--- src/rtl/svc_prio_pkg.sv ---
package svc_prio_pkg;

    typedef enum logic [1:0] {
        ST_IDLE = 2'd0,
        ST_TRAP = 2'd1,
        ST_INTR = 2'd2
    } svc_state_e;

endpackage

--- src/rtl/svc_slot_timer.sv ---
module svc_slot_timer #(
    parameter int TICK_DIV = 9
) (
    input  logic clk,
    input  logic rst_n,
    output logic tick
);
    localparam int CW = (TICK_DIV > 1) ? $clog2(TICK_DIV) : 1;

    typedef struct packed {
        logic [CW-1:0] cnt;
    } tmr_t;

    tmr_t tmr_d, tmr_q;

    always_comb begin
        tmr_d = tmr_q;
        if (tmr_q.cnt == CW'(TICK_DIV - 1)) begin
            tmr_d.cnt = '0;
        end else begin
            tmr_d.cnt = tmr_q.cnt + CW'(1);
        end
    end

    always_ff @(posedge clk) begin
        if (!rst_n) begin
            tmr_q <= '0;
        end else begin
            tmr_q <= tmr_d;
        end
    end

    assign tick = (tmr_q.cnt == CW'(TICK_DIV - 1));

endmodule

--- src/rtl/svc_prio_pick.sv ---
module svc_prio_pick #(
    parameter int N = 8
) (
    input  logic [N-1:0] req,
    output logic [N-1:0] win,
    output logic         any
);
    logic [N-1:0] lower_seen;

    assign lower_seen[0] = 1'b0;

    for (genvar i = 0; i < N; i++) begin : g_bit
        if (i > 0) begin : g_chain
            assign lower_seen[i] = lower_seen[i-1] | req[i-1];
        end
        assign win[i] = req[i] & ~lower_seen[i];
    end

    assign any = |req;

endmodule

--- src/rtl/svc_prio_ctrl.sv ---
module svc_prio_ctrl
    import svc_prio_pkg::*;
#(
    parameter int N_DEV      = 8,
    parameter int ADDR_W     = 10,
    parameter int DATA_W     = 16,
    parameter int TICK_DIV   = 9,
    parameter int TRAP_TICKS = 3
) (
    input  logic              clk,
    input  logic              rst_n,
    input  logic [N_DEV-1:0]  irq_req,
    input  logic [N_DEV-1:0]  trap_req,
    input  logic [N_DEV-1:0]  trap_dir,
    input  logic [ADDR_W-1:0] dev_addr,
    input  logic [DATA_W-1:0] dev_wdata,
    input  logic [DATA_W-1:0] mem_rdata,
    output logic              slot_tick,
    output logic [N_DEV-1:0]  grant,
    output logic              stall,
    output logic              mem_en,
    output logic              mem_we,
    output logic [ADDR_W-1:0] mem_addr,
    output logic [DATA_W-1:0] mem_wdata,
    output logic [DATA_W-1:0] dev_rdata,
    output logic              vec_valid,
    output logic [ADDR_W-1:0] vec_addr
);
    localparam int TL_W = $clog2(TRAP_TICKS + 1);

    typedef struct packed {
        svc_state_e        st;
        logic [N_DEV-1:0]  grant;
        logic              dir;
        logic [TL_W-1:0]   ticks_left;
        logic              issued;
        logic              mem_en;
        logic              mem_we;
        logic [ADDR_W-1:0] mem_addr;
        logic [DATA_W-1:0] mem_wdata;
        logic              rd_cap;
        logic [DATA_W-1:0] rdata;
        logic              vec_valid;
        logic [ADDR_W-1:0] vec_addr;
    } ctl_t;

    ctl_t ctl_d, ctl_q;

    logic             tick;
    logic [N_DEV-1:0] trap_win, irq_win;
    logic             trap_any, irq_any;

    svc_slot_timer #(
        .TICK_DIV(TICK_DIV)
    ) u_timer (
        .clk  (clk),
        .rst_n(rst_n),
        .tick (tick)
    );

    svc_prio_pick #(
        .N(N_DEV)
    ) u_pick_trap (
        .req(trap_req),
        .win(trap_win),
        .any(trap_any)
    );

    svc_prio_pick #(
        .N(N_DEV)
    ) u_pick_irq (
        .req(irq_req),
        .win(irq_win),
        .any(irq_any)
    );

    always_comb begin
        ctl_d           = ctl_q;
        ctl_d.mem_en    = 1'b0;
        ctl_d.vec_valid = 1'b0;
        // Read data arrives one cycle after the strobe.
        ctl_d.rd_cap    = ctl_q.mem_en & ~ctl_q.mem_we;
        if (ctl_q.rd_cap) begin
            ctl_d.rdata = mem_rdata;
        end

        unique case (ctl_q.st)
            ST_IDLE: begin
                if (tick) begin
                    if (trap_any) begin
                        ctl_d.st         = ST_TRAP;
                        ctl_d.grant      = trap_win;
                        ctl_d.dir        = |(trap_win & trap_dir);
                        ctl_d.ticks_left = TL_W'(TRAP_TICKS);
                        ctl_d.issued     = 1'b0;
                    end else if (irq_any) begin
                        ctl_d.st    = ST_INTR;
                        ctl_d.grant = irq_win;
                    end
                end
            end
            ST_TRAP: begin
                if (tick) begin
                    ctl_d.ticks_left = ctl_q.ticks_left - TL_W'(1);
                    if (!ctl_q.issued) begin
                        ctl_d.issued    = 1'b1;
                        ctl_d.mem_en    = 1'b1;
                        ctl_d.mem_we    = ctl_q.dir;
                        ctl_d.mem_addr  = dev_addr;
                        ctl_d.mem_wdata = dev_wdata;
                    end
                    if (ctl_q.ticks_left == TL_W'(1)) begin
                        ctl_d.st    = ST_IDLE;
                        ctl_d.grant = '0;
                    end
                end
            end
            ST_INTR: begin
                if (tick) begin
                    ctl_d.st        = ST_IDLE;
                    ctl_d.grant     = '0;
                    ctl_d.vec_valid = 1'b1;
                    ctl_d.vec_addr  = dev_addr;
                end
            end
            default: begin
                ctl_d.st    = ST_IDLE;
                ctl_d.grant = '0;
            end
        endcase
    end

    always_ff @(posedge clk) begin
        if (!rst_n) begin
            ctl_q <= '0;
        end else begin
            ctl_q <= ctl_d;
        end
    end

    assign slot_tick = tick;
    assign grant     = ctl_q.grant;
    assign stall     = (ctl_q.st == ST_TRAP);
    assign mem_en    = ctl_q.mem_en;
    assign mem_we    = ctl_q.mem_we;
    assign mem_addr  = ctl_q.mem_addr;
    assign mem_wdata = ctl_q.mem_wdata;
    assign dev_rdata = ctl_q.rdata;
    assign vec_valid = ctl_q.vec_valid;
    assign vec_addr  = ctl_q.vec_addr;

endmodule

--- config.mk ---
export PLATFORM = sky130hd
export DESIGN_NAME = svc_prio_ctrl
export DESIGN_NICKNAME = d
export VERILOG_FILES = /design/src/rtl/svc_prio_pkg.sv /design/src/rtl/svc_slot_timer.sv /design/src/rtl/svc_prio_pick.sv /design/src/rtl/svc_prio_ctrl.sv
export SDC_FILE = /design/constraint.sdc
export NUM_CORES = 1
export LEC_CHECK = 0
export ABC_AREA = 1
export CAP_MARGIN = 20
export CORE_MARGIN = 3
export CORE_UTILIZATION = 48
export DETAILED_ROUTE_END_ITERATION = 10
export PLACE_DENSITY = 0.86
export RECOVER_POWER = 100
export SLEW_MARGIN = 0
export SYNTH_ARGS = -nofsm -noshare
export SYNTH_HDL_FRONTEND = slang
export SYNTH_SLANG_ARGS = --single-unit
--- constraint.sdc ---
create_clock -name clk -period 3.8 [get_ports clk]
set_input_delay 0.57 -clock clk [delete_from_list [all_inputs] [get_ports clk]]
set_output_delay 0.57 -clock clk [all_outputs]
set_load 0.03 [all_outputs]
Word-level counts from Yosys, hierarchy flattened
Cells that the tools add are included.
- add/sub/neg operators: 2
- equality and inequality tests: 10
- muxes and demuxes: 12
- bitwise operators: 45
- reductions and logical operators: 13
- operators by type and width (kind ; count):
    $mux 10 ; 5
    $mux 31 ; 1
    $pmux 10 s3 ; 1
    $mux 28 ; 1
    $reduce_or 8->1 ; 3
    $not 1->1 ; 17
    $and 1x1->1 ; 15
    $mux 14 ; 1
    $or 1x1->1 ; 12
    $mux 11 ; 1
    $reduce_and 3->1 ; 3
    $and 8x8->8 ; 1
    $ne 2x2->1 const B ; 4
    $pmux 3 s2 ; 1
    $reduce_and 5->1 ; 1
    $add 4x1->4 const B ; 1
    $eq 2x1->1 const B ; 2
    $eq 4x4->1 const B ; 1
    $mux 4 ; 1
    $reduce_and 2->1 ; 2
    $reduce_and 4->1 ; 1
    $ne 3x3->1 const B ; 1
    $eq 2x2->1 const B ; 1
    $logic_not 2->1 ; 1
    4 further kinds ; 4
- register bits after elaboration: 74
- bits of input ports: 68
- output and inout port bits: 65
- logic and storage cells: 96

Logic depth before layout (Yosys ltp)
- depth in word-level cells: 13
- mapped depth: 10
- depth with buffers taken out: 9

By module
A second synthesis with hierarchy kept.
- cell total of the unflattened synthesis: 504
- area total of the unflattened synthesis: 3618.5 um^2
- modules (own cells, without submodules) (module ; instances ; cells each ; area an instance (um^2) ; sequential area each (um^2)):
    svc_prio_ctrl ; 1 ; 441 ; 3210.6 ; 1401.3
    svc_prio_pick ; 2 ; 20 ; 111.4 ; 0.0
    svc_slot_timer ; 1 ; 23 ; 185.2 ; 80.1

Least setup slack after synthesis
OpenSTA, ideal clock, no wires.
- kind: register to register
- start: register u_timer.tmr_q[0] in the netlist's numbering
- end: register ctl_q[59] in the netlist's numbering
- setup time: 117 ps
- arrival: 1465 ps
- data required time: 3683 ps
- setup slack: 2218 ps
- stages on the path, launching flop included: 11
- buffers on the path: 1
- clock period less this slack: 1582 ps
- path through: dfxtp_1 > inv_1 > ha_1 > nand3_1 > inv_2 > buf_2 > nand2_1 > nor2_1 > o21ai_0 > nor2_1 > nor2_1
- cells in the longest elaborated chain, start to end: 2
- RTL lines (what ; line ; source):
    start, declared ; svc_slot_timer.sv:14 ; tmr_t tmr_d, tmr_q;
    start signal, assigned ; svc_slot_timer.sv:29 ; tmr_q <= tmr_d;
    $eq 4x4->1 ; svc_slot_timer.sv:33 ; assign tick = (tmr_q.cnt == CW'(TICK_DIV - 1));
    net slot_tick ; svc_prio_ctrl.sv:18 ; output logic slot_tick,
    $reduce_and 3->1 (no line) ; -- ;
    end signal, assigned ; svc_prio_ctrl.sv:137 ; ctl_q <= ctl_d;
    end, declared ; svc_prio_ctrl.sv:47 ; ctl_t ctl_d, ctl_q;
The timed path passes the listed nets, and every way through them passes these cells.
A chain may end at the register's enable or synchronous reset.

Worst setup path in the final report
- start: register u_timer.tmr_q[0] in the netlist's numbering
- end: register ctl_q (netlist bit mem_addr[3])
- cells in the longest elaborated chain, start to end: 2
- RTL lines (what ; line):
    $eq 4x4->1 ; svc_slot_timer.sv:33
    $reduce_and 3->1 (no line) ; --
Every way passes these cells.

==> impl_metrics.json <==
{
  "outcome": "complete, but fails checks",
  "failed_checks": "capacitance limit, slew limit",
  "drc": 0,
  "critPathMaxStageDelay_ns": 1.17,
  "synth_seq_area_share": 0.4251,
  "wl_per_cell_um": 12.28,
  "worstMarginPinSlew_ns": 2.023,
  "syn_to_final_growth_pct": 30.84,
  "finalSetupViolCount": 0,
  "cp_num_buf_inv": 2,
  "peakVddDrop_v": 0.0001584,
  "fill_cells": 593,
  "first_pass_iters": 4,
  "grt_max_degree": 59,
  "hp-class": "flip-flop to flip-flop",
  "grt_antenna_before_repair": 0,
  "rsz0062_at_grt": "no",
  "path_cells": "inv_1 > ha_1 > nand3_1 > inv_2 > nand2_2 > or2_1 > o21ai_0 > a21oi_1",
  "clk_pin_slew_ns": 0.08,
  "dpl_cell_area_um2": 4357,
  "cts_resized": 0,
  "critPathMaxFanout": 55,
  "grt_pass1_wl_mm": 12.79,
  "initial_core_util": 0.5045,
  "clk_latency_ns": 0.35,
  "n_antenna_cell": 0,
  "holdWs_ns": 0.4403,
  "core-area_um2": 6907,
  "synth_area_per_cell_um2": 7.414,
  "root_buffer": "clkbuf_8",
  "crit_arrival_ns": 3.01,
  "synth_seq_cells": 74,
  "final_nets": 606,
  "synth.net_count": 541,
  "grt.total_usage": 0.1887,
  "fmax_ghz": 0.3650,
  "die_x_um": 91.21,
  "htreeDepth": 3,
  "cts_tree": "yes",
  "num_vias": 3003,
  "final_layout_size_suffix_gt1_frac": 0.05000,
  "cts.sinks": 74,
  "clk_path_buf_depth": 2,
  "syn_inst": 470,
  "yosysWarningCount": 0,
  "placementRows": 30,
  "slew_violations": 115,
  "routed_wl_mm": 7.807,
  "dp_cells": 620,
  "instances_no_fill": 636,
  "period_share": 0.7209,
  "cp-start-kind": "flip-flop",
  "postRouteAntennaNets": 0,
  "hold_viol_final": 0,
  "cp_top_family": "simple AND/OR/NAND/NOR gates",
  "finalClockSkew_ns": 0.007024,
  "avgViaCountPerCell": 4.722,
  "ios": 133,
  "portBuffers": 132,
  "postCtsSetupRepairBufs": 0,
  "crit_slowest_cell": "or2_1",
  "drt-initial-drc-count": 77,
  "overflow": 0,
  "hold_buffers": 0,
  "min_period_ns": 2.739,
  "tns_ns": 0,
  "first_global_vias": 2795,
  "maxCapViolCount": 2,
  "p_leak_nw": 1.968,
  "setup.worst_path.class": "flip-flop to flip-flop",
  "dieArea_um2": 8318,
  "synth_area_um2": 3485,
  "hpwl_mm": 5.878,
  "die_y_um": 91.21,
  "total_power_mw": 1.514,
  "relSlewSlack": -0.3486,
  "cts_made_buffers": 9,
  "place.gp.congestion": 0.8306,
  "synth_cell_types": 27,
  "p_per_area_nw_per_um2": 332.1,
  "crit_required_ns": 4.07,
  "fin_area_um2": 4559,
  "endpoint_kind": "flip-flop"
}
## final cells by class
cell class                 instances  area [um2]  share of cell area
clock inverter                     5       52.55             0.01153
timing repair buffer             132        1315              0.2884
inverter                          54       202.7             0.04446
tap                               96       120.1             0.02634
sequential                        74        1481              0.3249
multi-input combinational        264        1236              0.2711
clock buffer                      11       151.4             0.03321
## routing by layer
layer,routed length (um),global-route usage,vias to the layer above,part of all wire
met4,122,0.07161,0,0.016
met3,508,0.05551,12,0.065
met1,3308,0.2133,1328,0.42
li1,-,-,1558,-
met2,3867,0.3335,105,0.50
met5,0,0,-,0
## cell usage after synthesis
master	n	area share
nor2_1	80	0.086
dfxtp_1	74	0.43
buf_4	62	0.13
inv_1	51	0.055
nand2_1	44	0.047
a21oi_1	40	0.057
o21ai_0	36	0.052
o21ai_1	21	0.030
nand3_1	16	0.023
clkbuf_1	10	0.011
nand4_1	8	0.014
buf_6	5	0.016
ha_1	3	0.011
nand2_2	3	0.0054
nor3_1	3	0.0043
inv_2	2	0.0022
nor2_4	2	0.0065
buf_2	1	0.0014
clkinv_1	1	0.0011
nand3_2	1	0.0029
nor2_2	1	0.0018
o21a_1	1	0.0022
o21ai_2	1	0.0025
o21bai_1	1	0.0022
or2_1	1	0.0018
or2_2	1	0.0018
xnor2_1	1	0.0025
## cells by family after synthesis
kind of cell               synth area share
and+or+nand+nor                      0.1953
adders and majority gates           0.01077
buffers and inverters                0.2201
AOI/OAI and AO/OA                    0.1461
DFF                                  0.4251
xor gates and xnor gates           0.002514
## layout by cell type (no fill, tap or decap), types with 8 or more instances in the layout
cell | Yosys | routed
inv_1 | 51 | 51
dlygate4sd3_1 | 0 | 65
a21oi_1 | 40 | 40
nand2_1 | 44 | 44
o21ai_0 | 36 | 55
nand4_1 | 8 | 8
clkbuf_8 | 0 | 11
nor2_1 | 80 | 80
dfxtp_1 | 74 | 74
clkdlybuf4s50_1 | 0 | 66
nand3_1 | 16 | 16
## path summary, 6_finish.rpt
path	end	slack, ns	depth (start not counted)	startpoint
max	mem_addr[3]$_SDFFE_PN0P_	1.06	8	u_timer.tmr_q[0]$_SDFF_PP0_
min	ctl_q[27]$_SDFF_PN0_	0.44	1	mem_we$_SDFFE_PN0P_
max reg2reg	mem_addr[3]$_SDFFE_PN0P_	1.06	8	u_timer.tmr_q[0]$_SDFF_PP0_
min reg2reg	ctl_q[27]$_SDFF_PN0_	0.44	1	mem_we$_SDFFE_PN0P_
## per-stage QoR
| stage | utilization | setup slack (ns) |
|---|---|---|
| 3_3_place_gp | 0.6308 | 1.569 |
| 3_5_place_dp | 0.6308 | 1.483 |
| 6_report | 0.6601 | 1.061 |
| 5_1_grt | 0.6601 | 0.6825 |
| 2_1_floorplan | - | 2.218 |
| 4_1_cts | 0.6603 | 1.231 |
## registers in the layout (all words and copies together) (netlist names)
name,count
dev_rdata,16
mem_wdata,16
mem_addr,10
vec_addr,10
grant,8
ctl_q,7
u_timer.tmr_q,4
mem_en,1
mem_we,1
vec_valid,1
## power by group
part	switching, mW	internal [mW]	leakage, nW
Clock	0.279	0.335	0.105
Sequential	0.00172	0.778	0.596
Combinational	0.0464	0.0738	1.27
Note: power is estimated with default switching activity, not from simulation.
